<file path="config.mk">
export PLATFORM = sky130hd
export DESIGN_NAME = spi_shift_engine
export DESIGN_NICKNAME = d
export VERILOG_FILES = /design/src/rtl/spi_eng_pkg.sv /design/src/rtl/spi_eng_ctrl.sv /design/src/rtl/spi_eng_txsh.sv /design/src/rtl/spi_eng_rxsh.sv /design/src/rtl/spi_shift_engine.sv
export SDC_FILE = /design/constraint.sdc
export NUM_CORES = 1
export LEC_CHECK = 0
export BUFFER_PORTS_ARGS = -buffer_cell sky130_fd_sc_hd__buf_2
export CAP_MARGIN = 20
export CORE_MARGIN = 2
export CORE_UTILIZATION = 46
export CTS_BUF_LIST = sky130_fd_sc_hd__clkbuf_4 sky130_fd_sc_hd__clkbuf_8 sky130_fd_sc_hd__clkbuf_16
export CTS_CLUSTER_SIZE = 10
export DETAILED_ROUTE_END_ITERATION = 6
export MAX_ROUTING_LAYER = met4
export PLACE_DENSITY_LB_ADDON = 0.1
export SLEW_MARGIN = 20
export SYNTH_ARGS = -nofsm -noshare
export SYNTH_HDL_FRONTEND = slang
export SYNTH_HIERARCHICAL = 1
export SYNTH_SLANG_ARGS = --single-unit
</file>
<file path="constraint.sdc">
create_clock -name clk -period 4.7 [get_ports clk]
set_input_delay 0.94 -clock clk [delete_from_list [all_inputs] [get_ports clk]]
set_output_delay 0.94 -clock clk [all_outputs]
set_load 0.05 [all_outputs]
</file>
<file path="src/rtl/spi_eng_pkg.sv">
package spi_eng_pkg;
  typedef enum logic {
    ENG_IDLE  = 1'b0,
    ENG_SHIFT = 1'b1
  } eng_state_e;
endpackage

</file>
<file path="src/rtl/spi_eng_ctrl.sv">
module spi_eng_ctrl
  import spi_eng_pkg::*;
#(
  parameter int unsigned LEN_W = 5
) (
  input  logic             clk,
  input  logic             rst_n,
  input  logic             enable,
  input  logic             tx_empty,
  input  logic             rx_full,
  input  logic             sclk_tick,
  input  logic             cpol,
  input  logic             cpha,
  input  logic [LEN_W-1:0] len_m1,
  output logic             load,
  output logic             shifting,
  output logic             sample_en,
  output logic             shift_en,
  output logic             sclk,
  output logic             word_done
);
  localparam int unsigned CNT_W = LEN_W + 1;

  eng_state_e       st_q, st_d;
  logic [CNT_W-1:0] cnt_q, cnt_d;
  logic             sclk_q, sclk_d;
  logic             done_q, done_d;
  logic             tick_act, lead, last;

  // edge decode
  always_comb begin
    shifting  = (st_q == ENG_SHIFT);
    load      = (st_q == ENG_IDLE) & enable & ~tx_empty & ~rx_full;
    tick_act  = shifting & enable & sclk_tick;
    lead      = ~cnt_q[0];
    sample_en = tick_act & (lead ^ cpha);
    shift_en  = tick_act & ~(lead ^ cpha) & (cnt_q != '0);
    last      = tick_act & (cnt_q == {len_m1, 1'b1});
  end

  // next state
  always_comb begin
    st_d   = st_q;
    cnt_d  = cnt_q;
    sclk_d = sclk_q;
    done_d = 1'b0;
    unique case (st_q)
      ENG_IDLE: begin
        if (load) begin
          st_d   = ENG_SHIFT;
          cnt_d  = '0;
          sclk_d = cpol;
        end
      end
      ENG_SHIFT: begin
        if (!enable) begin
          st_d = ENG_IDLE;
        end else if (sclk_tick) begin
          sclk_d = ~sclk_q;
          cnt_d  = cnt_q + 1'b1;
          if (last) begin
            st_d   = ENG_IDLE;
            done_d = 1'b1;
          end
        end
      end
      default: st_d = ENG_IDLE;
    endcase
  end

  always_ff @(posedge clk or negedge rst_n) begin
    if (!rst_n) begin
      st_q   <= ENG_IDLE;
      cnt_q  <= '0;
      sclk_q <= 1'b0;
      done_q <= 1'b0;
    end else begin
      st_q   <= st_d;
      cnt_q  <= cnt_d;
      sclk_q <= sclk_d;
      done_q <= done_d;
    end
  end

  assign sclk      = shifting ? sclk_q : cpol;
  assign word_done = done_q;

  AST_CNT_BOUND: assert property (@(posedge clk) disable iff (!rst_n)
    shifting |-> (cnt_q <= {len_m1, 1'b1}));
  AST_TICK_TOGGLES: assert property (@(posedge clk) disable iff (!rst_n)
    (shifting && enable && sclk_tick) |=> (sclk != $past(sclk)));
endmodule

</file>
<file path="src/rtl/spi_eng_txsh.sv">
module spi_eng_txsh #(
  parameter int unsigned DATA_W = 32,
  parameter int unsigned LEN_W  = 5
) (
  input  logic              clk,
  input  logic              rst_n,
  input  logic              load,
  input  logic              shift_en,
  input  logic [DATA_W-1:0] tx_data,
  input  logic [LEN_W-1:0]  len_m1,
  output logic              mosi
);
  localparam logic [LEN_W:0] TOP_L = (LEN_W + 1)'(DATA_W - 1);

  logic [DATA_W-1:0] sh_q, sh_d;
  logic [LEN_W:0]    lsh;

  always_comb begin
    lsh  = TOP_L - {1'b0, len_m1};
    sh_d = sh_q;
    if (load) begin
      sh_d = tx_data << lsh;
    end else if (shift_en) begin
      sh_d = {sh_q[DATA_W-2:0], 1'b0};
    end
  end

  always_ff @(posedge clk or negedge rst_n) begin
    if (!rst_n) sh_q <= '0;
    else        sh_q <= sh_d;
  end

  assign mosi = sh_q[DATA_W-1];
endmodule

</file>
<file path="src/rtl/spi_eng_rxsh.sv">
module spi_eng_rxsh #(
  parameter int unsigned DATA_W = 32
) (
  input  logic              clk,
  input  logic              rst_n,
  input  logic              load,
  input  logic              sample_en,
  input  logic              din,
  output logic [DATA_W-1:0] rx_word
);
  logic [DATA_W-1:0] sh_q, sh_d;

  always_comb begin
    sh_d = sh_q;
    if (load) begin
      sh_d = '0;
    end else if (sample_en) begin
      sh_d = {sh_q[DATA_W-2:0], din};
    end
  end

  always_ff @(posedge clk or negedge rst_n) begin
    if (!rst_n) sh_q <= '0;
    else        sh_q <= sh_d;
  end

  assign rx_word = sh_q;
endmodule

</file>
<file path="src/rtl/spi_shift_engine.sv">
module spi_shift_engine #(
  parameter int unsigned  DATA_W = 32,
  localparam int unsigned LEN_W  = $clog2(DATA_W)
) (
  input  logic              clk,
  input  logic              rst_n,
  input  logic              enable,
  input  logic              cfg_loop,
  input  logic              cfg_cpol,
  input  logic              cfg_cpha,
  input  logic [LEN_W-1:0]  cfg_len_m1,
  input  logic              sclk_tick,
  input  logic              tx_empty,
  input  logic [DATA_W-1:0] tx_data,
  output logic              tx_pop,
  input  logic              rx_full,
  output logic              rx_push,
  output logic [DATA_W-1:0] rx_data,
  output logic              sclk,
  output logic              mosi,
  input  logic              miso,
  output logic              busy
);
  logic load, shifting, sample_en, shift_en, word_done, rx_bit;

  spi_eng_ctrl #(.LEN_W(LEN_W)) u_ctrl (
    .clk(clk), .rst_n(rst_n), .enable(enable), .tx_empty(tx_empty),
    .rx_full(rx_full), .sclk_tick(sclk_tick), .cpol(cfg_cpol), .cpha(cfg_cpha),
    .len_m1(cfg_len_m1), .load(load), .shifting(shifting),
    .sample_en(sample_en), .shift_en(shift_en), .sclk(sclk),
    .word_done(word_done)
  );

  spi_eng_txsh #(.DATA_W(DATA_W), .LEN_W(LEN_W)) u_txsh (
    .clk(clk), .rst_n(rst_n), .load(load), .shift_en(shift_en),
    .tx_data(tx_data), .len_m1(cfg_len_m1), .mosi(mosi)
  );

  assign rx_bit = cfg_loop ? mosi : miso;

  spi_eng_rxsh #(.DATA_W(DATA_W)) u_rxsh (
    .clk(clk), .rst_n(rst_n), .load(load), .sample_en(sample_en),
    .din(rx_bit), .rx_word(rx_data)
  );

  assign tx_pop  = load;
  assign rx_push = word_done;
  assign busy    = shifting | ~tx_empty;

  // word-in-flight tracker used only by the checks below
  logic pend_q;
  always_ff @(posedge clk or negedge rst_n) begin
    if (!rst_n)                     pend_q <= 1'b0;
    else if (tx_pop)                pend_q <= 1'b1;
    else if (!enable || rx_push)    pend_q <= 1'b0;
  end

  AST_POP_GATED: assert property (@(posedge clk) disable iff (!rst_n)
    tx_pop |-> (enable && !tx_empty && !rx_full));
  AST_PUSH_NEEDS_POP: assert property (@(posedge clk) disable iff (!rst_n)
    rx_push |-> pend_q);
  AST_POP_NOT_STACKED: assert property (@(posedge clk) disable iff (!rst_n)
    tx_pop |-> (!pend_q || rx_push));
  AST_PUSH_SINGLE: assert property (@(posedge clk) disable iff (!rst_n)
    rx_push |=> !rx_push);
  AST_RX_ZERO_EXT: assert property (@(posedge clk) disable iff (!rst_n)
    rx_push |-> ((rx_data >> ({1'b0, cfg_len_m1} + 1'b1)) == '0));
  AST_ABORT_IDLE: assert property (@(posedge clk) disable iff (!rst_n)
    !enable |=> ((sclk == cfg_cpol) && !rx_push));
  AST_BUSY_AFTER_POP: assert property (@(posedge clk) disable iff (!rst_n)
    tx_pop |=> busy);
endmodule

</file>
==> results of run 1 <==
## worst max-delay path: cells and delay by family
kind | cells | cell delay [ns]
buffers and inverters | 3 | 0.79
and+or+nand+nor | 1 | 0.55
## worst min path at each step
stage                               start              end  slack (ns)  depth (start not counted)
after detailed placement   u_txsh/sh_q[4]   u_txsh/sh_q[4]        0.48                          1
after CTS                  u_txsh/sh_q[4]   u_txsh/sh_q[4]        0.49                          1
after global placement     u_txsh/sh_q[4]   u_txsh/sh_q[4]        0.47                          1
after floorplan           u_txsh/sh_q[10]  u_txsh/sh_q[10]        0.46                          1
final                      u_txsh/sh_q[4]   u_txsh/sh_q[4]        0.49                          1
after global routing       u_txsh/sh_q[6]   u_txsh/sh_q[6]        0.51                          1
## registers in the layout (all words and copies together), names as in the netlist
signal and cells:
u_rxsh/rx_word 32, u_txsh/sh_q 32, u_ctrl/cnt_q 6, u_ctrl/sclk_q 1, u_ctrl/shifting 1, u_ctrl/word_done 1
## cell usage in the layout (no fill, tap or decap), drive strengths merged, types with 9 or more instances in the layout
| master | synthesis | final |
|---|---|---|
| buf | 20 | 88 |
| mux2 | 14 | 14 |
| o21ai | 31 | 31 |
| o22ai | 9 | 9 |
| dfrtp | 73 | 73 |
| o221ai | 9 | 9 |
| nand2 | 38 | 38 |
| clkbuf | 17 | 9 |
| nand3 | 11 | 11 |
| a21oi | 18 | 18 |
| nor2 | 59 | 59 |
| inv | 12 | 16 |
| o21a | 12 | 12 |
| mux2i | 76 | 76 |
| mux4 | 27 | 27 |
## kinds of logic (layout without fill, tap and decap cells)
kind of cell | count (synthesis) | in the layout | synth area share
flops | 73 | 73 | 0.3603
fa+ha+maj | 2 | 2 | 0.004935
compound gates | 106 | 106 | 0.1357
xor+xnor | 7 | 7 | 0.01209
buf+inv | 51 | 118 | 0.06120
mux | 117 | 117 | 0.3033
simple gates | 138 | 138 | 0.1224
## metrics by stage
step | instances | worst slack, ns | cell area, sq um | utilization | hold slack (ns)
after floorplan | 494 | 1.715 | 5070 | - | 0.4589
after global placement | 685 | 1.322 | 5449 | 0.5049 | 0.4709
after detailed placement | 685 | 1.263 | 5449 | 0.5049 | 0.4750
after CTS | 701 | 1.460 | 5657 | 0.5241 | 0.4948
after global routing | 701 | 1.410 | 5657 | 0.5241 | 0.5145
final | 701 | 1.454 | 5657 | 0.5241 | 0.4913
## cell type report
class | instances | area (sq um)
clock inverters | 7 | 83.83
repair buffers | 88 | 452.9
flip-flops and latches | 73 | 1827
fillers | 999 | 5136
inverters | 14 | 53.80
multi-input cells | 370 | 2940
well taps | 140 | 175.2
clock buffers | 9 | 123.9
## power by group
group / switching [W] / internal [W] / leakage, nW
Combinational: 0.000233 / 0.000182 / 1.46
Clock: 0.000271 / 0.000255 / 0.103
Sequential: 0.0000519 / 0.000705 / 0.958
Total: 0.000555 / 0.00114 / 2.52
## metal layers
layer  up-vias  GRT usage  part of all wire
li1       1954          -                 -
met1      2066     0.3442              0.47
met2       176     0.3496              0.44
met3        27    0.04722             0.064
met4         0    0.08150             0.024
met5         -          -                 0
==> metrics.txt, run 1 <==
number of flops mapped to enable cells by yosys 0; setup violators final 0; Most used DFF post-synth dfrtp_1; Site Rows 38; average wire per standard cell 19.16 um; Clock Sinks 73; Slew Viols, Final 0; count leader, synth mux2i_1; core area 10790 sq um; DRC 0; Ports 84; largest cells by area after synthesis dfrtp_1, mux2i_1, mux4_2, nor2_1, o21ai_0; synthesis-stage register bit count 73; Final Hold Fails 0; Worst path max stage delay 0.55 ns; global-route wire length before repair 21.56 mm; R2R setup slack 2.08 ns; Netlist Area Pre-Place 5070 sq um; GPL Wtd Cong 0.9453; worst IR drop on VDD 0.1954 mV; Max Clk Rate 308.1 MHz; crit end category output pin; Pre-antenna DRT Iters 5; DR iter-0 viols 359; HPWL after detailed placement 9.480 mm; Data required, critical path 3.76 ns; # resized after CTS 0; CTS tree done; r2r worst-path depth 5; most used cell along the critical path buf_2; number of distinct library cells after synthesis 56; clock transition at the registers of the reported paths 0.08 ns; H-tree depth 3; Vias/cell 6.024; DIE AREA 11880 sq um; top fanout value on the critical path 30; synthesized area per cell 10.26 sq um; largest net degree at the start of global routing 47; Hold Path Class flip-flop to flip-flop; post-synth top area share 0.3603; RR Endpoint u_txsh/sh_q[15]; Critical Path Source Type primary input; ys async rst share 1.000; RR Startpoint u_ctrl/shifting; Num CTS Buffers 9; critical path arrival 2.31 ns; MaxCap Viol Count 0; Leak 2.520 nW; Root Driver clkbuf_8; worst setup path endpoint tx_pop; worst-margin pin slew 1.097 ns; # hold bufs at CTS 0; crit share post-route 0.6906; number of global-route vias before repair 4152; post-CTS setup buffer count 0; fin crit period 3.246 ns; final WL 13.43 mm; Antenna Cells 0; Die H 109.0 um; initial core utilization 0.4697; sequential-to-total area share from yosys stat 0.3603; Crit Path Category primary input to output pin; post-synth top area cell dfrtp_1; slowest stage cell, crit path or4b_4; clock buffer depth 2; commonest cells in the netlist mux2i_1, dfrtp_1, nor2_1; Cell Pwr Density 300.1 nW/um^2; Final nets 605; total power draw 0.001698 W; port bufs 83; vias after detailed routing 4223; clk_lat worst skew 0.36 ns; Die Span X 109.0 um; GRT overflow 0; status finished clean; Gate Count Post-Synth 494; RSZ-0062 raised after global routing false; initial antenna violation count 0; gr usage total 0.2430; layout cells sized above 1 0.2638; Yosys warnings 6; sum of negative setup slack 0 ns; Area growth syn-to-layout 11.57%; Final ANT Viol Nets 0; Syn Nets 543; Max-slew headroom 0.2687; CP Launch Point tx_empty; critical path, cell by cell buf_2 -> or4b_4 -> clkinv_2 -> buf_2; final clock skew 0.01264 ns
Power figures use the tool's default switching activity.
==> run 2, diff against run 1 <==
==> constraint.sdc (replaced) <==
create_clock -name clk -period 3.3 [get_ports clk]
set_input_delay 0.66 -clock clk [delete_from_list [all_inputs] [get_ports clk]]
set_output_delay 0.66 -clock clk [all_outputs]
set_load 0.05 [all_outputs]
==> run 2 against run 1 <==
Sequential share of layout area shrank 0.51 points. Largest cell class unchanged. Sequential cell count is the same. Critical path depth shrank 1. Non-clock buffer count grew 13. Sequential power grew 43%. Largest power group unchanged. Via count shrank 0.28%.
==> metrics.txt, run 2 (synthesis gave the netlist of run 1 again) <==
status finished clean; Num CTS Buffers 9 (unchanged); # hold bufs at CTS 0 (unchanged); average wire per standard cell 18.07 um (-5.7%); clock transition at the registers of the reported paths 0.09 ns (about the same); Clock Sinks 73 (unchanged); DIE AREA 11880 sq um (unchanged); crit end category output pin; Vias/cell 5.898 (-2.1%); top fanout value on the critical path 19 (-37%); Pre-antenna DRT Iters 5 (unchanged); clk_lat worst skew 0.36 ns (about the same); setup violators final 0 (unchanged); commonest non-fill, non-tap cell in the layout buf_2; final clock skew 0.01296 ns (+0.0003222 ns); clock buffer depth 2 (unchanged); number of global-route vias before repair 4013 (-3.3%); Max-slew headroom 0.5432 (+0.2745); Root Driver clkbuf_8; Site Rows 38 (unchanged); post-CTS setup buffer count 0 (unchanged); critical path arrival 2.04 ns (-0.27 ns); Slew Viols, Final 0 (unchanged); Data required, critical path 2.64 ns (-1.12 ns); Critical Path Source Type flip-flop; vias after detailed routing 4211 (-0.28%); total power draw 0.002348 W (+38%); most frequent cells in the layout buf_2, mux2i_1, dfrtp_1; largest net degree at the start of global routing 37 (-21%); gr usage total 0.2378 (-0.005259); Crit Path Category flip-flop to output pin; DR iter-0 viols 342 (-4.7%); Leak 2.583 nW (+2.5%); Max Clk Rate 370.9 MHz; sum of negative setup slack 0 ns (unchanged); Die H 109.0 um (unchanged); Final ANT Viol Nets 0 (unchanged); port bufs 83 (unchanged); crit share post-route 0.8170; fin crit period 2.696 ns; global-route wire length before repair 21.27 mm (-1.3%); layout cells sized above 1 0.2805 (+0.01667); Gate power share 0.253 (+0.009); H-tree depth 3 (unchanged); part of the power in registers 0.459 (+0.013); Power Internal 0.001591 W (+39%); CTS tree done; GPL Wtd Cong 0.8758 (-7.4%); Final nets 618 (+2.1%); HPWL after detailed placement 9.638 mm (+1.7%); Clock Power Share 0.288 (-0.022); initial antenna violation count 0 (unchanged); RSZ-0062 raised after global routing false; # resized after CTS 0 (unchanged); Area growth syn-to-layout 13.35%; MaxCap Viol Count 0 (unchanged); Cell Pwr Density 408.6 nW/um^2 (+36%); worst IR drop on VDD 0.2104 mV (+7.7%); initial core utilization 0.4697 (unchanged); final WL 12.90 mm (-4.0%); Die Span X 109.0 um (unchanged); worst-margin pin slew 0.6761 ns (-0.4210 ns); worst hold margin 0.2269 ns (-0.2643 ns); fraction of power spent switching nets 0.3225 (-0.004609); Antenna Cells 0 (unchanged); Ports 84 (unchanged); GRT overflow 0 (unchanged); Hold Path Class primary input to asynchronous set/reset pin; Final Hold Fails 0 (unchanged); core area 10790 sq um (unchanged); Psw 0.0007573 W (+36%); DRC 0 (unchanged)
==> run 2: final timing paths <==
kind	startpoint	end	slack, ns	cells after the start
worst max register to register	u_ctrl/shifting	u_txsh/sh_q[15]	0.83	5
worst max-delay path	u_ctrl/shifting	tx_pop	0.60	3
worst min-delay path	rst_n	u_rxsh/rx_word[11]	0.23	1
worst min register to register	u_txsh/sh_q[14]	u_txsh/sh_q[14]	0.49	1
max in group asynchronous	rst_n	u_txsh/sh_q[28]	2.27	2
min in group clk	u_txsh/sh_q[14]	u_txsh/sh_q[14]	0.49	1
==> run 2: worst max-delay path, stage by stage, from the launching register on <==
cell and delay [ns]:
dfrtp_1 0.46, or4b_4 0.61, clkinv_2 0.27, buf_2 0.33
==> run 2: layout make-up <==
cell class	instances	area, sq um
Tap cell	140	175.2
Multi-Input combinational cell	370	2940
Sequential cell	73	1827
Inverter	14	53.80
Clock inverter	4	35.03
Timing Repair Buffer	101	563.0
Fill cell	1016	5046
Clock buffer	12	152.6
==> run 2: metal layers <==
layer / part of all wire / GRT usage / up-vias
met1: 0.48 / 0.3422 / 2047
met4: 0.029 / 0.09066 / 0
met2: 0.44 / 0.3354 / 154
met3: 0.056 / 0.04005 / 30
li1: - / - / 1980
met5: 0 / - / -
==> run 2: through the flow <==
stage / util / area, sq um / std cells / setup slack [ns]
after floorplan: - / 5070 / 494 / 0.8746
after global placement: 0.5151 / 5559 / 698 / 0.4350
after detailed placement: 0.5151 / 5559 / 698 / 0.3903
after CTS: 0.5325 / 5747 / 714 / 0.6042
after global routing: 0.5325 / 5747 / 714 / 0.5198
final: 0.5325 / 5747 / 714 / 0.6038
==> run 2: power by group through the flow <==
stage                     logic, W  clock network [W]  registers (W)
final                     0.000594           0.000676        0.00108
after global routing      0.000653           0.000728        0.00109
after CTS                 0.000593           0.000687        0.00108
after detailed placement  0.000591                  0        0.00109
after global placement    0.000581                  0        0.00109
after floorplan           0.000410                  0        0.00109
==> run 3, diff against run 2 <==
==> constraint.sdc (replaced) <==
create_clock -name clk -period 2.65 [get_ports clk]
set_input_delay 0.53 -clock clk [delete_from_list [all_inputs] [get_ports clk]]
set_output_delay 0.53 -clock clk [all_outputs]
set_load 0.05 [all_outputs]
==> run 3 against run 2 <==
Non-clock buffer count increased by 4. Clock-buffer cell count is 2 lower. Final cell count rose by 0.56%. Largest power group unchanged. Combinational power rose by 29%. Sequential power increased by 24%. Clock skew fell by 0.0039 ns. Setup slack worse by 0.36 ns. Power rose by 30%. Wire length is 3.4% higher. Critical endpoint is now u_txsh/sh_q[4]. Global-route usage is 1.1 points higher. Clock power increased by 39%.
==> metrics.txt, run 3 (synthesis gave the netlist of run 1 again) <==
status finished clean; top fanout value on the critical path 16 (-3); # resized after CTS 0 (unchanged); final WL 13.34 mm (+3.4%); Ports 84 (unchanged); Hold Path Class primary input to asynchronous set/reset pin; Crit Path Category flip-flop to flip-flop; largest net degree at the start of global routing 45 (+22%); DR iter-0 viols 399 (+17%); GRT overflow 0 (unchanged); critical path arrival 2.66 ns (+0.62 ns); # hold bufs at CTS 0 (unchanged); Layout fillers 971 (-4.4%); crit share post-route 0.9079; GPL Wtd Cong 0.9311 (+6.3%); Pre-antenna DRT Iters 5 (unchanged); initial core utilization 0.4697 (unchanged); crit end category flip-flop; Final ANT Viol Nets 0 (unchanged); Max-slew headroom 0.5127 (-0.03049); DIE AREA 11880 sq um (unchanged); clk_lat worst skew 0.35 ns (about the same); Max Clk Rate 415.6 MHz; vias after detailed routing 4286 (+1.8%); worst IR drop on VDD 0.4099 mV (+95%); R2R setup slack 0.24 ns (-0.59 ns); commonest non-fill, non-tap cell in the layout buf_2; Die Span X 109.0 um (unchanged); Site Rows 38 (unchanged); Slew Viols, Final 0 (unchanged); clock transition at the registers of the reported paths 0.09 ns (about the same); setup violators final 0 (unchanged); Critical Path Source Type flip-flop; H-tree depth 3 (unchanged); Cell Pwr Density 518.2 nW/um^2 (+27%); final clock skew 0.009055 ns (-0.003906 ns); Leak 2.632 nW (+1.9%); core area 10790 sq um (unchanged); Root Driver clkbuf_8; fin crit period 2.406 ns; Final nets 622 (+0.65%); global-route wire length before repair 21.84 mm (+2.7%); initial antenna violation count 0 (unchanged); Final Worst Setup Slack 0.2441 ns (-0.3597 ns); Area growth syn-to-layout 16.12%; Num CTS Buffers 9 (unchanged); port bufs 83 (unchanged); most frequent cells in the layout buf_2, mux2i_1, dfrtp_1; clock buffer depth 2 (unchanged); worst-margin pin slew 0.7310 ns (+0.05495 ns); MaxCap Viol Count 0 (unchanged); Design Area, Final 5887 sq um (+2.4%); Placed Area 5677 sq um (+2.1%); Inst Count DP 702 (+0.57%); post-CTS setup buffer count 0 (unchanged); DRC 0 (unchanged); RSZ-0062 raised after global routing false; number of global-route vias before repair 4089 (+1.9%); Vias/cell 5.969 (+1.2%); Final Hold Fails 0 (unchanged); dpl ws -0.003436 ns (-0.3937 ns); layout cells sized above 1 0.2855 (+0.004979); average wire per standard cell 18.58 um (+2.9%); HPWL after detailed placement 9.820 mm (+1.9%); Die H 109.0 um (unchanged); final std cells w/o fill 718 (+0.56%); Antenna Cells 0 (unchanged); total power draw 0.003051 W (+30%); gr usage total 0.2492 (+0.01149); CTS tree done; Data required, critical path 2.90 ns (+0.26 ns); worst hold margin 0.2236 ns (-0.003324 ns); Clock Sinks 73 (unchanged)
## run 3: cell types whose count changed in the layout (fill, tap and decap cells not counted)
cell        change
buf_4           -3
buf_12          +7
clkinvlp_4      +1
inv_6           +1
clkbuf_4        -2
bufinv_16       +1
clkinv_4        -1
## run 3: layout make-up
class | instances | area (sq um) | area share
clock buffer | 10 | 137.6 | 0.02338
multi-input combinational | 370 | 2940 | 0.4995
tap | 140 | 175.2 | 0.02976
timing repair buffer | 105 | 680.7 | 0.1156
sequential | 73 | 1827 | 0.3103
clock inverter | 6 | 72.57 | 0.01233
inverter | 14 | 53.80 | 0.009139
## run 3: per-layer routing
layer / global-route usage / routed length (um)
met5: - / 0
met2: 0.3492 / 5958
met4: 0.09799 / 359
met1: 0.3573 / 6188
met3: 0.04543 / 834
## run 3: power breakdown
group | switching [W] | internal, W
combinational | 0.000418 | 0.000350
clock | 0.000467 | 0.000472
sequential | 0.0000927 | 0.00125
## run 3: worst max-delay path, stage by stage, from the launching register on
cell and delay [ns]:
dfrtp_1 0.49, inv_1 0.08, ha_1 0.21, a311oi_2 0.34, inv_1 0.34, o21ai_0 0.41
o21ai_0 0.26, o21a_1 0.16
## run 3: path summary, 6_finish.rpt
path	startpoint	end	cells past startpoint
hold reg to reg	u_txsh/sh_q[4]	u_txsh/sh_q[4]	1
max in group asynchronous	rst_n	u_txsh/sh_q[11]	2
hold / removal	rst_n	u_rxsh/rx_word[13]	1
setup reg to reg	u_ctrl/cnt_q[0]	u_txsh/sh_q[4]	7
setup / recovery	u_ctrl/cnt_q[0]	u_txsh/sh_q[4]	7
min in group clk	cfg_cpol	u_ctrl/sclk_q	3
## run 3: stage by stage
step,TNS (ns),util
6_report,0,0.5454
5_1_grt,0,0.5454
4_1_cts,0,0.5454
3_5_place_dp,-0.003436,0.5260
3_3_place_gp,-0.02793,0.5260
2_1_floorplan,0,-
